**config.mk**
```make
export PLATFORM = sky130hd
export DESIGN_NAME = pfb_rrmru_buf
export DESIGN_NICKNAME = d
export VERILOG_FILES = /design/src/rtl/pfb_pkg.sv /design/src/rtl/pfb_tag_store.sv /design/src/rtl/pfb_mru_track.sv /design/src/rtl/pfb_victim_sel.sv /design/src/rtl/pfb_rrmru_buf.sv
export SDC_FILE = /design/constraint.sdc
export NUM_CORES = 1
export LEC_CHECK = 0
export BUFFER_PORTS_ARGS = -buffer_cell sky130_fd_sc_hd__clkbuf_2
export CORE_ASPECT_RATIO = 1.1
export CORE_MARGIN = 2
export CORE_UTILIZATION = 35
export DETAILED_ROUTE_END_ITERATION = 7
export PLACE_DENSITY = 0.47
export SYNTH_ARGS = -nofsm -noshare
export SYNTH_HDL_FRONTEND = slang
export SYNTH_SLANG_ARGS = --single-unit
export TNS_END_PERCENT = 100
```
**constraint.sdc**
```tcl
create_clock -name clk_i -period 10.65 [get_ports clk_i]
set_input_delay 1.065 -clock clk_i [delete_from_list [all_inputs] [get_ports clk_i]]
set_output_delay 1.065 -clock clk_i [all_outputs]
set_load 0.005 [all_outputs]
```
**src/rtl/pfb_pkg.sv**
```systemverilog
package pfb_pkg;
  localparam int unsigned PFB_SLOTS      = 15;
  localparam int unsigned PFB_MRU_DEPTH  = 3;
  localparam int unsigned PFB_ADDR_W     = 32;
  localparam int unsigned PFB_LINE_BYTES = 128;

  function automatic int unsigned wrap_next(int unsigned v, int unsigned n);
    return (v + 1 >= n) ? 0 : v + 1;
  endfunction
endpackage

```
**src/rtl/pfb_tag_store.sv**
```systemverilog
module pfb_tag_store #(
  parameter int unsigned SLOTS = 15,
  parameter int unsigned TAG_W = 25,
  parameter int unsigned IDX_W = 4
) (
  input  logic             clk_i,
  input  logic             rst_ni,
  input  logic             wr_en_i,
  input  logic [IDX_W-1:0] wr_idx_i,
  input  logic [TAG_W-1:0] wr_tag_i,
  input  logic [TAG_W-1:0] lk_tag_i,
  input  logic [TAG_W-1:0] fl_tag_i,
  output logic [SLOTS-1:0] valid_o,
  output logic             lk_hit_o,
  output logic [IDX_W-1:0] lk_idx_o,
  output logic             fl_hit_o,
  output logic [IDX_W-1:0] fl_idx_o
);
  logic [SLOTS-1:0]            valid_q;
  logic [SLOTS-1:0][TAG_W-1:0] tag_q;
  logic [SLOTS-1:0]            lk_match, fl_match;

  always_ff @(posedge clk_i or negedge rst_ni) begin
    if (!rst_ni) begin
      valid_q <= '0;
      tag_q   <= '0;
    end else if (wr_en_i) begin
      for (int s = 0; s < SLOTS; s++) begin
        if (wr_idx_i == IDX_W'(s)) begin
          valid_q[s] <= 1'b1;
          tag_q[s]   <= wr_tag_i;
        end
      end
    end
  end

  for (genvar g = 0; g < SLOTS; g++) begin : g_cmp
    assign lk_match[g] = valid_q[g] && (tag_q[g] == lk_tag_i);
    assign fl_match[g] = valid_q[g] && (tag_q[g] == fl_tag_i);
  end

  always_comb begin
    lk_idx_o = '0;
    fl_idx_o = '0;
    for (int s = SLOTS - 1; s >= 0; s--) begin
      if (lk_match[s]) lk_idx_o = IDX_W'(s);
      if (fl_match[s]) fl_idx_o = IDX_W'(s);
    end
  end

  assign lk_hit_o = |lk_match;
  assign fl_hit_o = |fl_match;
  assign valid_o  = valid_q;

  assert_tag_unique_R2: assert property (@(posedge clk_i) disable iff (!rst_ni)
    $onehot0(lk_match) && $onehot0(fl_match));
  assert_write_sets_valid_R3: assert property (@(posedge clk_i) disable iff (!rst_ni)
    wr_en_i |=> valid_q[$past(wr_idx_i)]);
  assert_valid_sticky_R9: assert property (@(posedge clk_i) disable iff (!rst_ni)
    $past(valid_q) != '0 |-> (valid_q & $past(valid_q)) == $past(valid_q));
endmodule

```
**src/rtl/pfb_mru_track.sv**
```systemverilog
module pfb_mru_track #(
  parameter int unsigned DEPTH = 3,
  parameter int unsigned IDX_W = 4
) (
  input  logic                        clk_i,
  input  logic                        rst_ni,
  input  logic                        ta_en_i,
  input  logic [IDX_W-1:0]            ta_idx_i,
  input  logic                        tb_en_i,
  input  logic [IDX_W-1:0]            tb_idx_i,
  output logic [DEPTH-1:0][IDX_W-1:0] mru_idx_o,
  output logic [DEPTH-1:0]            mru_vld_o
);
  typedef struct packed {
    logic [DEPTH-1:0]            vld;
    logic [DEPTH-1:0][IDX_W-1:0] idx;
  } mru_list_t;

  mru_list_t cur_q, mid, nxt;

  // move s to the front; entries above its old place shift down by one
  function automatic mru_list_t touch(mru_list_t o, logic [IDX_W-1:0] s);
    mru_list_t n;
    int p;
    p = DEPTH;
    for (int k = DEPTH - 1; k >= 0; k--)
      if (o.vld[k] && o.idx[k] == s) p = k;
    n = o;
    n.idx[0] = s;
    n.vld[0] = 1'b1;
    for (int k = 1; k < DEPTH; k++) begin
      if (k <= p) begin
        n.idx[k] = o.idx[k-1];
        n.vld[k] = o.vld[k-1];
      end
    end
    return n;
  endfunction

  always_comb begin
    mid = ta_en_i ? touch(cur_q, ta_idx_i) : cur_q;
    nxt = tb_en_i ? touch(mid, tb_idx_i) : mid;
  end

  always_ff @(posedge clk_i or negedge rst_ni) begin
    if (!rst_ni) cur_q <= '0;
    else         cur_q <= nxt;
  end

  assign mru_idx_o = cur_q.idx;
  assign mru_vld_o = cur_q.vld;

  assert_fill_is_newest_R7: assert property (@(posedge clk_i) disable iff (!rst_ni)
    tb_en_i |=> mru_vld_o[0] && mru_idx_o[0] == $past(tb_idx_i));
  assert_hit_is_newest_R7: assert property (@(posedge clk_i) disable iff (!rst_ni)
    (ta_en_i && !tb_en_i) |=> mru_vld_o[0] && mru_idx_o[0] == $past(ta_idx_i));
endmodule

```
**src/rtl/pfb_victim_sel.sv**
```systemverilog
module pfb_victim_sel
  import pfb_pkg::*;
#(
  parameter int unsigned SLOTS = 15,
  parameter int unsigned DEPTH = 3,
  parameter int unsigned IDX_W = 4
) (
  input  logic                        clk_i,
  input  logic                        rst_ni,
  input  logic [SLOTS-1:0]            valid_i,
  input  logic [DEPTH-1:0][IDX_W-1:0] mru_idx_i,
  input  logic [DEPTH-1:0]            mru_vld_i,
  input  logic                        adv_i,
  output logic                        free_o,
  output logic [IDX_W-1:0]            free_idx_o,
  output logic [IDX_W-1:0]            victim_o
);
  logic [IDX_W-1:0] ptr_q;
  logic [SLOTS-1:0] blocked;

  always_comb begin
    blocked = '0;
    for (int j = 0; j < SLOTS; j++)
      for (int m = 0; m < DEPTH; m++)
        if (mru_vld_i[m] && mru_idx_i[m] == IDX_W'(j)) blocked[j] = 1'b1;
  end

  always_comb begin
    free_idx_o = '0;
    for (int j = SLOTS - 1; j >= 0; j--)
      if (!valid_i[j]) free_idx_o = IDX_W'(j);
  end
  assign free_o = ~&valid_i;

  always_comb begin
    logic found;
    int   j;
    found    = 1'b0;
    victim_o = ptr_q;
    for (int k = 0; k < SLOTS; k++) begin
      j = int'(ptr_q) + k;
      if (j >= int'(SLOTS)) j = j - int'(SLOTS);
      if (!found && !blocked[j]) begin
        victim_o = IDX_W'(j);
        found    = 1'b1;
      end
    end
  end

  always_ff @(posedge clk_i or negedge rst_ni) begin
    if (!rst_ni)    ptr_q <= '0;
    else if (adv_i) ptr_q <= IDX_W'(wrap_next(int'(victim_o), SLOTS));
  end

  for (genvar m = 0; m < DEPTH; m++) begin : g_chk
    assert_victim_not_recent_R5: assert property (@(posedge clk_i) disable iff (!rst_ni)
      adv_i |-> !(mru_vld_i[m] && mru_idx_i[m] == victim_o));
  end
  assert_ptr_follows_victim_R6: assert property (@(posedge clk_i) disable iff (!rst_ni)
    adv_i |=> ptr_q == IDX_W'(wrap_next(int'($past(victim_o)), SLOTS)));
  assert_ptr_holds_R6: assert property (@(posedge clk_i) disable iff (!rst_ni)
    !adv_i |=> $stable(ptr_q));
  assert_victim_range_R5: assert property (@(posedge clk_i) disable iff (!rst_ni)
    int'(victim_o) < int'(SLOTS));
endmodule

```
**src/rtl/pfb_rrmru_buf.sv**
```systemverilog
module pfb_rrmru_buf
  import pfb_pkg::*;
#(
  parameter int unsigned SLOTS      = PFB_SLOTS,
  parameter int unsigned MRU_DEPTH  = PFB_MRU_DEPTH,
  parameter int unsigned ADDR_W     = PFB_ADDR_W,
  parameter int unsigned LINE_BYTES = PFB_LINE_BYTES,
  localparam int unsigned IDX_W     = $clog2(SLOTS),
  localparam int unsigned OFS_W     = $clog2(LINE_BYTES),
  localparam int unsigned TAG_W     = ADDR_W - OFS_W
) (
  input  logic              clk_i,
  input  logic              rst_ni,
  input  logic              lk_valid_i,
  input  logic [ADDR_W-1:0] lk_addr_i,
  output logic              lk_hit_o,
  output logic [IDX_W-1:0]  lk_idx_o,
  input  logic              fl_valid_i,
  input  logic [ADDR_W-1:0] fl_addr_i,
  output logic [IDX_W-1:0]  fl_slot_o
);
  logic [TAG_W-1:0] lk_tag, fl_tag;
  logic [SLOTS-1:0] valid;
  logic             ts_lk_hit, ts_fl_hit, free, wr_en, adv;
  logic [IDX_W-1:0] ts_lk_idx, ts_fl_idx, free_idx, victim;
  logic [MRU_DEPTH-1:0][IDX_W-1:0] mru_idx;
  logic [MRU_DEPTH-1:0]            mru_vld;

  assign lk_tag = lk_addr_i[ADDR_W-1:OFS_W];
  assign fl_tag = fl_addr_i[ADDR_W-1:OFS_W];

  pfb_tag_store #(.SLOTS(SLOTS), .TAG_W(TAG_W), .IDX_W(IDX_W)) u_tags (
    .clk_i, .rst_ni,
    .wr_en_i (wr_en),    .wr_idx_i (fl_slot_o), .wr_tag_i (fl_tag),
    .lk_tag_i(lk_tag),   .fl_tag_i (fl_tag),    .valid_o  (valid),
    .lk_hit_o(ts_lk_hit), .lk_idx_o(ts_lk_idx),
    .fl_hit_o(ts_fl_hit), .fl_idx_o(ts_fl_idx)
  );

  pfb_mru_track #(.DEPTH(MRU_DEPTH), .IDX_W(IDX_W)) u_mru (
    .clk_i, .rst_ni,
    .ta_en_i (lk_hit_o),   .ta_idx_i(lk_idx_o),
    .tb_en_i (fl_valid_i), .tb_idx_i(fl_slot_o),
    .mru_idx_o(mru_idx),   .mru_vld_o(mru_vld)
  );

  pfb_victim_sel #(.SLOTS(SLOTS), .DEPTH(MRU_DEPTH), .IDX_W(IDX_W)) u_vict (
    .clk_i, .rst_ni,
    .valid_i(valid), .mru_idx_i(mru_idx), .mru_vld_i(mru_vld),
    .adv_i(adv), .free_o(free), .free_idx_o(free_idx), .victim_o(victim)
  );

  assign lk_hit_o  = lk_valid_i && ts_lk_hit;
  assign lk_idx_o  = lk_hit_o ? ts_lk_idx : '0;
  assign wr_en     = fl_valid_i && !ts_fl_hit;
  assign adv       = wr_en && !free;
  assign fl_slot_o = ts_fl_hit ? ts_fl_idx : (free ? free_idx : victim);

  assert_fill_visible_R4: assert property (@(posedge clk_i) disable iff (!rst_ni)
    (fl_valid_i && lk_valid_i && lk_tag == fl_tag) |=> u_tags.fl_hit_o || !fl_valid_i || fl_tag != $past(fl_tag));
  assert_no_evict_when_free_R3: assert property (@(posedge clk_i) disable iff (!rst_ni)
    (wr_en && free) |-> !valid[fl_slot_o]);
endmodule

```
==> summary.txt <==
Pwr
  • Switching share of power: 0.421
  • Switching power: around 3800 µW
  • Clk pwr share: 0.181
  • Power consumption: roughly 9000 µW
  • Leak Pwr: about 0.014 µW
  • Maximum VDD drop: 128 µV
  • P_int: 5230 µW
  • Comb pwr share: 0.486
  • Flop pwr share: 0.333
  • Power per cell area: around 270 mW/mm²

Synthesis
  • Synth warnings: 0
  • Syn Area/Cell: 9.87 µm²
  • Synthesized area: about 0.031 mm²
  • Yosys reg bits: between 400 and 500
  • Synth Flop Type: dfrtp_1
  • Net count after synthesis: 3,230
  • Asr flop ratio synth: 1.00
  • Synth Instances: ~3,100
  • Yosys cell types: slightly above 100
  • Post-synthesis sequential area ratio: 0.330
  • EDFF count, synth: 0

Worst setup path
  • Critical Path End Type: register
  • Critical path data arrival time: 9.31 ns
  • Flop-to-flop setup slack: around 1.8 ns
  • Setup crit end: u_tags.tag_q[137]$_DFFE_PN0P_
  • Setup crit start kind: register
  • Critical path class: reg -> reg
  • Slowest CP cell: and3_1
  • CP required: between 10 and 15 ns
  • Worst Setup SP: u_vict.ptr_q[1]$_DFFE_PN0P_
  • Critical R2R Launch: u_vict.ptr_q[1]$_DFFE_PN0P_
  • FF-to-FF End: u_tags.tag_q[137]$_DFFE_PN0P_
  • Crit-path cells: ha_1 > ha_1 > and3_1 > o22ai_1 > nor3_1 > a211oi_1 > o31ai_1 > o221ai_2 > nand4_1 > or4_1 > a2111o_1 > a311oi_1 > o311a_1 > o22a_1 > inv_2 > nor3_1 > and3_1 > mux2_2
  • Worst-path maximum fanout: 26
  • Slowest stage delay, CP: around 1.1 ns
  • R2R depth: 18

Clock tree
  • Clock Path Buffers: 3
  • # hold bufs at CTS: 0
  • Clk Latency, worst-skew pair: 0.61 ns
  • TritonCTS clock tree: yes
  • Clock-pin slew on the worst setup and hold paths: approximately 0.06 ns
  • Post-CTS resize count: 0
  • Root buffer cell: clkbuf_16
  • CTS H-tree lvls: 2
  • Setup Fix Bufs, Post-CTS: 0
  • Clock Sinks: a little over 400
  • Inserted Clock Buffers: between 40 and 50

Route
  • Routed Antenna Nets: 0
  • DR WL met2: 57.5 mm
  • Top layer in use: met4
  • Residual DRC count: 0
  • Pre-antenna DRT Iters: 7
  • DR WL met3: between 6 and 7 mm
  • Vias: 25,281
  • Met1 wire length: 54.2 mm
  • Initial drt markers: between 2,000 and 2,500
  • WL/cell: 28.5 µm
  • Via/cell ratio: 5.88
  • Final WL: approximately 120 mm

Cells and area
  • Commonest non-fill, non-tap cell in the layout: xnor2_1
  • Area growth syn-to-layout: 9.60%
  • Fillers: about 9,000
  • Fin nets: roughly 3,200
  • Share of layout cells above drive strength 1: 0.219
  • Most frequent cells in the layout: xnor2_1 (435), dfrtp_1 (408), mux2_2 (375)

Die
  • # rows: 114
  • I/O pin cnt: 77
  • Die area: 0.0911 mm²
  • Die H: about 320 µm
  • Initial Utilization: 0.353
  • Core area: 0.0879 mm²
  • Die Width: around 290 µm

STA
  • Crit share post-route: 0.831
  • TNS Setup: 0 ns
  • # setup viols final: 0
  • Worst-margin pin slew: 1.25 ns
  • Fmax: around 0.11 GHz
  • Slew HR: 0.155
  • Fin. Hold Viols: 0
  • Period minus WS final: slightly below 9 ns
  • Fin. max-slew vios: 0
  • RSZ-0062 raised after global routing: false
  • Worst clock skew: ~0.036 ns

GRT
  • Largest net degree at the start of global routing: about 170
  • Initial antenna violation count: 2
  • Gr usage total: 0.266
  • Remaining global-route overflow: 0
  • First-pass GRT wire length: 178 mm
  • Vias in the first global route: 25,159

Placed design
  • RD Place Congestion: 0.954
  • DPL Wire Length: about 80 mm
  • IO Port Bufs: 62

Status
  • Status: complete, no violations

Min path
  • Worst min-delay path category: in -> async

Job
  • Max-capacitance violation count: 0
==> metal layers <==
layer,up-vias,GRT usage
met5,-,0
met4,0,0.0849
met3,206,0.0348
met2,893,0.439
met1,13005,0.362
li1,11177,-
==> flip-flops by register name, indices dropped and copies added (netlist names) <==
| signal | count |
|---|---|
| u_tags.valid_o | 15 |
| u_tags.tag_q | 375 |
| u_vict.ptr_q | 4 |
| u_mru.mru_vld_o | 3 |
| u_mru.mru_idx_o | 12 |
==> worst max-delay path, delay by kind of cell, from the launching register on <==
kind	cells	cell delay, ns
buffers and inverters	1	0.15
adder cells (fa/ha/maj)	2	1.06
AO/OA/AOI/OAI	8	3.10
multiplexers	1	0.43
AND/OR/NAND/NOR	6	3.24
flip-flops	1	0.68
==> Yosys cell counts (all sizes together), types with 21 or more instances <==
| cell type | instances | area share |
|---|---|---|
| buf | 117 | 0.019 |
| nor2 | 98 | 0.012 |
| mux2i | 68 | 0.022 |
| nand2b | 24 | 0.0048 |
| a21oi | 64 | 0.011 |
| xor2 | 365 | 0.10 |
| nand2 | 141 | 0.017 |
| mux2 | 376 | 0.14 |
| nand3 | 56 | 0.0093 |
| inv | 44 | 0.0053 |
| nor4 | 116 | 0.023 |
| nor3 | 62 | 0.010 |
| and3 | 21 | 0.0042 |
| clkbuf | 126 | 0.015 |
| or2 | 24 | 0.0048 |
| o22ai | 27 | 0.0060 |
| xnor2 | 439 | 0.12 |
| nand4 | 131 | 0.026 |
| nor2b | 23 | 0.0046 |
| dfrtp | 409 | 0.33 |
| a211oi | 25 | 0.0060 |
| o21ai | 69 | 0.012 |
| o211ai | 35 | 0.0089 |
==> kinds of logic (layout without fill, tap and decap cells) <==
family,count (synthesis),in the layout,synth area share
and+or+nand+nor,752,752,0.131
buffers and inverters,287,282,0.0394
muxes,454,454,0.166
AOI/OAI and AO/OA,422,422,0.0995
adders and majority gates,17,17,0.00685
other,0,2,0
DFF,409,409,0.330
xor gates and xnor gates,804,804,0.228
==> power by group through the flow <==
stage / Sequential [µW] / Clock [µW] / Combinational, µW
2_1_floorplan: 2800 / 0 / 3270
3_3_place_gp: 2980 / 0 / 4280
3_5_place_dp: 3010 / 0 / 4320
4_1_cts: 2990 / 1670 / 4340
5_1_grt: 3090 / 1740 / 4720
6_report: 3000 / 1630 / 4390
==> metrics by stage <==
stage	setup WS (ns)	cells	hold WS [ns]	area [µm²]	util
detailed placement	2.14	4219	0.537	32500	0.370
global route	1.43	4300	0.575	34000	0.387
floorplan	4.33	3145	0.495	31000	-
CTS	2.11	4300	0.551	34000	0.387
finish	1.80	4302	0.504	34000	0.387
global placement	2.26	4219	0.528	32500	0.370
==> worst min path at each step <==
| stage | start | end | slack [ns] | cells past startpoint |
|---|---|---|---|---|
| final | rst_ni | u_tags.tag_q[9]$_DFFE_PN0P_ | 0.50 | 1 |
| after CTS | u_tags.tag_q[28]$_DFFE_PN0P_ | u_tags.tag_q[28]$_DFFE_PN0P_ | 0.55 | 2 |
| after global routing | u_tags.tag_q[278]$_DFFE_PN0P_ | u_tags.tag_q[278]$_DFFE_PN0P_ | 0.57 | 2 |
| after detailed placement | u_tags.tag_q[28]$_DFFE_PN0P_ | u_tags.tag_q[28]$_DFFE_PN0P_ | 0.54 | 2 |
| after global placement | u_tags.tag_q[28]$_DFFE_PN0P_ | u_tags.tag_q[28]$_DFFE_PN0P_ | 0.53 | 2 |
| after floorplan | u_tags.valid_o[8]$_DFFE_PN0P_ | u_tags.valid_o[8]$_DFFE_PN0P_ | 0.49 | 2 |
==> area by class of cell <==
type | count | area, µm² | area share
multi-input cells | 2449 | 19600 | 0.577
flip-flops and latches | 409 | 10200 | 0.301
well taps | 1160 | 1450 | 0.0427
clock buffers | 72 | 1380 | 0.0406
repair buffers | 157 | 1060 | 0.0311
inverters | 44 | 165 | 0.00485
clock inverters | 9 | 110 | 0.00324
diodes | 2 | 5.00 | 0.000147
Power figures use the tool's default switching activity.
